**src/rtl/ivt_pkg.sv**
```systemverilog
package ivt_pkg;

    localparam int NUM_CHAN   = 2;
    localparam int CHAN_IDX_W = (NUM_CHAN > 1) ? $clog2(NUM_CHAN) : 1;
    localparam int ADDR_W     = CHAN_IDX_W + 3;

    typedef enum logic {
        IRQ_IDLE    = 1'b0,
        IRQ_PENDING = 1'b1
    } irq_state_e;

    typedef enum logic {
        WORD_COUNT = 1'b0,
        WORD_LIMIT = 1'b1
    } word_kind_e;

endpackage

```
**src/rtl/ivt_counter.sv**
```systemverilog
module ivt_counter #(
    parameter int CNT_W = 22
) (
    input  logic             clk,
    input  logic             rst_n,
    input  logic             tick,
    input  logic             reload,
    input  logic [CNT_W-1:0] limit,
    output logic [CNT_W-1:0] count,
    output logic             wrap
);

    localparam logic [CNT_W-1:0] RESTART = CNT_W'(1);

    logic [CNT_W-1:0] count_q;
    logic [CNT_W-1:0] count_inc;
    logic             limit_on;
    logic             hit;

    always_comb begin
        count_inc = count_q + CNT_W'(1);
        limit_on  = (limit != '0);
        hit       = limit_on && (count_inc >= limit);
        wrap      = tick && hit && !reload;
    end

    always_ff @(posedge clk or negedge rst_n) begin
        if (!rst_n) begin
            count_q <= RESTART;
        end else if (reload) begin
            count_q <= RESTART;
        end else if (tick) begin
            count_q <= hit ? RESTART : count_inc;
        end
    end

    assign count = count_q;

endmodule

```
**src/rtl/ivt_irq_fsm.sv**
```systemverilog
module ivt_irq_fsm
    import ivt_pkg::*;
(
    input  logic clk,
    input  logic rst_n,
    input  logic wrap,
    input  logic ack,
    input  logic reload,
    output logic irq
);

    irq_state_e state_q;
    irq_state_e state_d;

    always_ff @(posedge clk or negedge rst_n) begin
        if (!rst_n) begin
            state_q <= IRQ_IDLE;
        end else begin
            state_q <= state_d;
        end
    end

    always_comb begin
        state_d = state_q;
        unique case (state_q)
            IRQ_IDLE: begin
                if (!reload && wrap) begin
                    state_d = IRQ_PENDING;
                end
            end
            IRQ_PENDING: begin
                if (reload) begin
                    state_d = IRQ_IDLE;
                end else if (ack && !wrap) begin
                    state_d = IRQ_IDLE;
                end
            end
            default: state_d = IRQ_IDLE;
        endcase
    end

    always_comb begin
        irq = (state_q == IRQ_PENDING);
    end

endmodule

```
**src/rtl/ivt_channel.sv**
```systemverilog
module ivt_channel #(
    parameter int CNT_W = 22
) (
    input  logic             clk,
    input  logic             rst_n,
    input  logic             tick,
    input  logic             limit_we,
    input  logic [CNT_W-1:0] limit_wval,
    input  logic             limit_ack,
    output logic [CNT_W-1:0] count,
    output logic [CNT_W-1:0] limit,
    output logic             irq
);

    logic [CNT_W-1:0] limit_q;
    logic             wrap;

    always_ff @(posedge clk or negedge rst_n) begin
        if (!rst_n) begin
            limit_q <= '0;
        end else if (limit_we) begin
            limit_q <= limit_wval;
        end
    end

    assign limit = limit_q;

    ivt_counter #(
        .CNT_W (CNT_W)
    ) u_counter (
        .clk    (clk),
        .rst_n  (rst_n),
        .tick   (tick),
        .reload (limit_we),
        .limit  (limit_q),
        .count  (count),
        .wrap   (wrap)
    );

    ivt_irq_fsm u_irq (
        .clk    (clk),
        .rst_n  (rst_n),
        .wrap   (wrap),
        .ack    (limit_ack),
        .reload (limit_we),
        .irq    (irq)
    );

endmodule

```
**src/rtl/ivt_regdec.sv**
```systemverilog
module ivt_regdec
    import ivt_pkg::*;
#(
    parameter int DATA_W    = 32,
    parameter int FIELD_LSB = 10,
    localparam int CNT_W    = DATA_W - FIELD_LSB
) (
    input  logic                              clk,
    input  logic                              rst_n,
    input  logic [ADDR_W-1:0]                 addr,
    input  logic                              rd,
    input  logic                              wr,
    input  logic [NUM_CHAN-1:0][CNT_W-1:0]    count,
    input  logic [NUM_CHAN-1:0][CNT_W-1:0]    limit,
    output logic [NUM_CHAN-1:0]               limit_we,
    output logic [NUM_CHAN-1:0]               limit_ack,
    output logic [DATA_W-1:0]                 rdata
);

    logic                  aligned;
    logic [CHAN_IDX_W-1:0] chan_sel;
    word_kind_e            kind;
    logic [CNT_W-1:0]      field_val;
    logic [DATA_W-1:0]     rdata_q;

    always_comb begin
        aligned  = (addr[1:0] == 2'b00);
        chan_sel = addr[ADDR_W-1:3];
        kind     = word_kind_e'(addr[2]);
    end

    for (genvar c = 0; c < NUM_CHAN; c++) begin : g_dec
        always_comb begin
            limit_we[c]  = wr && aligned && (kind == WORD_LIMIT)
                           && (chan_sel == CHAN_IDX_W'(c));
            limit_ack[c] = rd && aligned && (kind == WORD_LIMIT)
                           && (chan_sel == CHAN_IDX_W'(c));
        end
    end

    always_comb begin
        unique case (kind)
            WORD_COUNT: field_val = count[chan_sel];
            WORD_LIMIT: field_val = limit[chan_sel];
            default:    field_val = '0;
        endcase
    end

    always_ff @(posedge clk or negedge rst_n) begin
        if (!rst_n) begin
            rdata_q <= '0;
        end else if (rd && aligned) begin
            rdata_q <= {field_val, {FIELD_LSB{1'b0}}};
        end else begin
            rdata_q <= '0;
        end
    end

    assign rdata = rdata_q;

endmodule

```
**src/rtl/ival_timer_pair.sv**
```systemverilog
module ival_timer_pair
    import ivt_pkg::*;
#(
    parameter int DATA_W    = 32,
    parameter int FIELD_LSB = 10
) (
    input  logic                clk,
    input  logic                rst_n,
    input  logic                us_tick,
    input  logic [ADDR_W-1:0]   bus_addr,
    input  logic                bus_rd,
    input  logic                bus_wr,
    input  logic [DATA_W-1:0]   bus_wdata,
    output logic [DATA_W-1:0]   bus_rdata,
    output logic [NUM_CHAN-1:0] irq
);

    localparam int CNT_W = DATA_W - FIELD_LSB;

    logic [NUM_CHAN-1:0][CNT_W-1:0] ch_count;
    logic [NUM_CHAN-1:0][CNT_W-1:0] ch_limit;
    logic [NUM_CHAN-1:0]            ch_limit_we;
    logic [NUM_CHAN-1:0]            ch_limit_ack;
    logic [CNT_W-1:0]               wfield;
    logic                           unused_wdata_low;

    assign wfield           = bus_wdata[DATA_W-1:FIELD_LSB];
    assign unused_wdata_low = ^bus_wdata[FIELD_LSB-1:0];

    ivt_regdec #(
        .DATA_W    (DATA_W),
        .FIELD_LSB (FIELD_LSB)
    ) u_regdec (
        .clk       (clk),
        .rst_n     (rst_n),
        .addr      (bus_addr),
        .rd        (bus_rd),
        .wr        (bus_wr),
        .count     (ch_count),
        .limit     (ch_limit),
        .limit_we  (ch_limit_we),
        .limit_ack (ch_limit_ack),
        .rdata     (bus_rdata)
    );

    for (genvar c = 0; c < NUM_CHAN; c++) begin : g_chan
        ivt_channel #(
            .CNT_W (CNT_W)
        ) u_chan (
            .clk        (clk),
            .rst_n      (rst_n),
            .tick       (us_tick),
            .limit_we   (ch_limit_we[c]),
            .limit_wval (wfield),
            .limit_ack  (ch_limit_ack[c]),
            .count      (ch_count[c]),
            .limit      (ch_limit[c]),
            .irq        (irq[c])
        );
    end

endmodule

```
**config.mk**
```make
export PLATFORM = sky130hd
export DESIGN_NAME = ival_timer_pair
export DESIGN_NICKNAME = d
export VERILOG_FILES = /design/src/rtl/ivt_pkg.sv /design/src/rtl/ivt_counter.sv /design/src/rtl/ivt_irq_fsm.sv /design/src/rtl/ivt_channel.sv /design/src/rtl/ivt_regdec.sv /design/src/rtl/ival_timer_pair.sv
export SDC_FILE = /design/constraint.sdc
export NUM_CORES = 1
export LEC_CHECK = 0
export BUFFER_PORTS_ARGS = -buffer_cell sky130_fd_sc_hd__buf_2
export CORE_AREA = 2 2 152 110
export CTS_CLUSTER_DIAMETER = 50
export DETAILED_ROUTE_END_ITERATION = 10
export DIE_AREA = 0 0 154 112
export GPL_TIMING_DRIVEN = 1
export RECOVER_POWER = 50
export SYNTH_ARGS = -nofsm -noshare
export SYNTH_HDL_FRONTEND = slang
export SYNTH_SLANG_ARGS = --single-unit
```
**constraint.sdc**
```tcl
create_clock -name clk -period 4.9 [get_ports clk]
set_input_delay 0.98 -clock clk [delete_from_list [all_inputs] [get_ports clk]]
set_output_delay 0.98 -clock clk [all_outputs]
set_load 0.05 [all_outputs]
```
# After elaboration in Yosys (flattened, before gate mapping)
# Cells that the tools add are included.
# totals
register_bits,122
latch_bits,0
ramBits,0
romBits,0
output_inout_bits,34
word_cells,63
mem_count,0
# classes
add_sub_neg,2
multipliers,0
div_mod_pow,0
n_lt_le_gt_ge,3
n_eq_ne,0
shift,0
n_mux,20
n_bitwise,4
n_reduce_logical,27
# op_table
operator,n
$mux 22,10
$add 22x1->22 const B,2
$ge 22x22->1,2
$pmux 22 s2,1
$reduce_bool 22->1,2
$mux 32,1
$logic_and 1x1->1,18
$mux 1,6
$logic_not 1->1,4
$not 1->1,4
$pmux 1 s2,2
$reduce_bool 2->1,2
$logic_not 2->1,1
$lt 1x2->1 const B,1

# Logic depth before layout (Yosys ltp)
# logic_depth
ltp_word,11
depth_mapped,16

# Modules after synthesis
# Synthesis repeated with hierarchy kept, for this count alone.
# hier_totals
cells_unflattened,766
area_unflattened_um2,7532.2
# modules_own_cells
mod,n_inst,cells_per_inst,area_per_inst_um2
ivt_counter (g_chan[1].u_chan.u_counter),1,296,2411.1
ivt_counter (g_chan[0].u_chan.u_counter),1,254,2052.0
ivt_channel,2,46,820.8
ivt_regdec,1,116,1340.0
ivt_irq_fsm,2,4,43.8

# Worst setup path before layout
# OpenSTA, ideal clock, no wires.
# synth_path
path_type,register to register
start,register g_chan[0].u_chan.u_counter.count_q[0]
end,register g_chan[0].u_chan.u_counter.count_q[11]
arrival_ps,3331
required_time_ps,4781
setup_slack_ps,1451
path_stages_with_launch,16
path_buffers,1
period_less_slack_ps,3449
path_cell_list,dfstp_2 -> ha_1 -> nand3_1 -> nor2_1 -> nand3_1 -> nor2_1 -> xnor2_1 -> inv_1 -> ha_1 -> nand4_1 -> nor4_1 -> a2111o_1 -> a311oi_2 -> o31ai_4 -> buf_6 -> nor2_2
# synth_via
elab_chain_len,6
# synth_rtl
element,line_no,text
from (decl),ivt_counter.sv:15,logic [CNT_W-1:0] count_q;
from (signal assigned),ivt_counter.sv:33,count_q <= hit ? RESTART : count_inc;
$add 22x1->22 *,ivt_counter.sv:21,count_inc = count_q + CNT_W'(1);
$ge 22x22->1,ivt_counter.sv:23,hit = limit_on && (count_inc >= limit);
$logic_and 1x1->1,ivt_counter.sv:23,
$mux 22 *,ivt_counter.sv:33,
$mux 22 *,ivt_counter.sv:32,end else if (tick) begin
$mux 22 *,ivt_counter.sv:30,end else if (reload) begin
# Mark *: on every way between the ends. The rest lies on a longest branch, timed or not. The select of a mux whose other input is x is not followed.
# A chain may end at the register's enable or synchronous reset.

# Worst setup path in the final report
# layout_path
start,register g_chan[1].u_chan.u_counter.count_q[0]
end,register g_chan[1].u_chan.u_counter.count_q[16]
# layout_via
elab_chain_len,6
# layout_rtl
element,line_no
from (decl),ivt_counter.sv:15
from (signal assigned),ivt_counter.sv:33
$add 22x1->22 *,ivt_counter.sv:21
$ge 22x22->1,ivt_counter.sv:23
$logic_and 1x1->1,ivt_counter.sv:23
$mux 22 *,ivt_counter.sv:33
$mux 22 *,ivt_counter.sv:32
$mux 22 *,ivt_counter.sv:30
# Marks and branches as above.

==> results.toml <==
[worst_setup_path]
endpoint_kind = "flip-flop"
critical_path_class = "flip-flop to flip-flop"
worst_ep_arrival_time_ns = 4.57
critPathMaxFanout = 12
critPathLaunchType = "flip-flop"
worstPathRequired_ns = 5.15
r2r_cells = 13

[sta]
rsz0062_at_grt = "no"
worst_pin_slew_ns = 2.49
finalHoldViolations = 0
clock_skew_ns = 0.00899
fin_tns_setup_ns = 0
maxSlewHeadroom_pct = -65.8
worst_slack_ns = 0.576
slew_violations = 79
fmax_mhz = 231
setup_violations = 0
finalCritPeriodShare_pct = 88.2
period_minus_slack_ns = 4.32

[yosys]
syn_area_mm2 = 0.00698
syn_avg_cell_area_um2 = 10.1
synthCells = 693
ys_seq_area_share_pct = 40.2
ys_ff_latch = 112
synth_edf_count = 0
yosys_warnings = 0
synth_cell_types = 55
synthFlopType = "dfrtp_1"
synthArstFlopShare_pct = 100

[finish]
final_cell_mix = "dfrtp_1 (110), nand2_1 (67), inv_1 (54)"
antennaDiodeCount = 0
area_growth_pct = 9.66
nFillCells = 1445
layout.nets = 815
fin_area_mm2 = 0.00765
fin_util_pct = 48.3
multi_input_area_mm2 = 0.00373
drive_above_1_share_pct = 19.2
seq_area_mm2 = 0.00281
final_common_cell = "dfrtp_1"

[place]
place_area_mm2 = 0.00734
pre_cts_slack_ns = 0.385
portBuffers = 54
dp_hpwl_um = 13900
gp_congestion = 0.858

[power]
p_comb_share_pct = 30.9
p_per_area_mw_per_mm2 = 401
p_sw_mw = 1.11
pwr-share-clk_pct = 26.0
leakagePower_nw = 3.66
swShare_pct = 36.0
power.internal_mw = 1.96
p_seq_share_pct = 43.1
peakVddDrop_mv = 0.175

[cts]
holdBufCountCts = 0
cts_resized = 0
cts_buffer_depth = 2
htree_levels = 3
root_buffer = "clkbuf_16"
clkTransAtPathRegs_ns = 0.08
cts_buffers = 9
clock-sinks = 112
clk_latency_ns = 0.36
cts_tree = "built"

[job]
maxCapViolCount = 2

[detailed_routing]
drc_errors = 0
drt_wl_total_um = 18300
first_pass_iters = 5
vias_per_cell = 5.67
vias = 5317
avgRoutedWirePerCell_um = 19.5
drt_iter0_drc = 404
antenna_left = 0

[status]
status = "finished with violations"
violations = "capacitance limit, slew limit"

[die]
core-area_mm2 = 0.0159
die_y_um = 112
ios = 75
rows = 39
die_x_um = 154
start_util_pct = 44.0
die-area_mm2 = 0.0172

[global_routing]
grt_pass1_wl_um = 28800
grt_pass1_vias = 5258
antenna_found_initial = 1
grt_max_degree = 53
track_usage_pct = 21.8
grt_remaining_overflow = 0

[hold_path]
hold-path-cell-count = 1
hold_class = "flip-flop to flip-flop"
[power by group through the flow]
stage / registers, mW / clock network [mW] / logic (mW)
2_1_floorplan: 1.25 / 0 / 0.730
3_3_place_gp: 1.32 / 0 / 0.886
3_5_place_dp: 1.33 / 0 / 0.934
4_1_cts: 1.31 / 0.812 / 0.940
5_1_grt: 1.35 / 0.841 / 1.06
6_report: 1.32 / 0.798 / 0.950
[area by class of cell]
class                   instances  share of cell area, %
well taps                     205                   3.35
inverters                      54                   2.65
clock buffers                   9                   2.94
multi-input cells             487                   48.8
clock inverters                 7                   1.24
repair buffers                 64                   4.38
flip-flops and latches        112                   36.6
[worst max-delay path, cell delays in order (launching register included)]
cell and delay [ns]:
dfstp_2 0.60, ha_1 0.26, and3_1 0.27, nand4_1 0.25, nor3_1 0.42, nand4_1 0.17, xnor2_1 0.18, ha_1 0.29
nand4_1 0.15, nor4_1 0.44, o311ai_0 0.29, nand4_1 0.15, nand2_1 0.35, a31o_2 0.37
[Yosys cell counts (3+ instances only)]
cell type  number  area [um2]
nand2b_1        3        18.8
nor2_2         10        62.6
nor3_1         12        60.1
xnor2_1        28         245
nor2_1         30         113
a21oi_1        20         100
mux2i_1         5        50.1
and3_1         39         244
nand3_1        24         120
or3_1           3        18.8
mux4_2         22         495
buf_2           5        25.0
a211oi_1        7        52.6
buf_4          12        90.1
o31ai_1         3        22.5
clkbuf_1       26        97.6
buf_6           3        33.8
a31o_2         10        87.6
a21o_1          4        30.0
and4_1          4        35.0
inv_1          54         203
nor4_1         11        68.8
nand2_1        67         251
nand4_1        23         144
mux2_2         22         248
dfrtp_1       110        2750
xor2_1         25         219
o21ai_0        32         160
ha_1           46         576
[kinds of logic after synthesis]
group           Yosys count  share of synthesized area (%)
fa+ha+maj                46                           8.25
mux                      49                           11.4
buf+inv                 103                           6.90
simple gates            235                           17.6
compound gates           94                           9.00
flops                   112                           40.2
xor+xnor                 53                           6.65
other cells               1                         0.0537
[sequential cells by signal (all words and copies together), names as in the netlist]
register,count
g_chan.u_chan.u_counter.count,44
g_chan.u_chan.u_irq.irq,2
u_regdec.rdata,22
g_chan.u_chan.limit,44
[timing repair]
item                       in CTS  in global routing
setup endpoints to repair       0                  5
hold endpoints to repair        0                  0
buffers inserted                0                  1
[metrics by stage]
stage / std cells / hold WS, ns / power [mW]
2_1_floorplan: 702 / 0.484 / 1.98
3_3_place_gp: 921 / 0.516 / 2.21
3_5_place_dp: 921 / 0.526 / 2.26
4_1_cts: 937 / 0.542 / 3.06
5_1_grt: 938 / 0.567 / 3.25
6_report: 938 / 0.541 / 3.07
[routing by layer]
| metal | vias up | share of wire (%) | GRT usage, % |
|---|---|---|---|
| li1 | 2510 | - | - |
| met1 | 2602 | 46 | 32.2 |
| met2 | 178 | 44 | 32.4 |
| met3 | 27 | 7.4 | 4.94 |
| met4 | 0 | 1.9 | 5.86 |
| met5 | - | 0 | 0 |
[final timing paths]
check / startpoint / endpoint / slack [ns]
max reg2reg: g_chan[1].u_chan.u_counter.count[0] / g_chan[1].u_chan.u_counter.count[16] / 0.58
max in group asynchronous: rst_n / g_chan[1].u_chan.u_counter.count[16] / 0.84
min reg2reg: g_chan[0].u_chan.limit[9] / g_chan[0].u_chan.limit[9] / 0.54
min in group asynchronous: rst_n / g_chan[0].u_chan.u_counter.count[1] / 1.38
max: g_chan[1].u_chan.u_counter.count[0] / g_chan[1].u_chan.u_counter.count[16] / 0.58
min: g_chan[0].u_chan.limit[9] / g_chan[0].u_chan.limit[9] / 0.54
(Power assumes the default switching activity.)
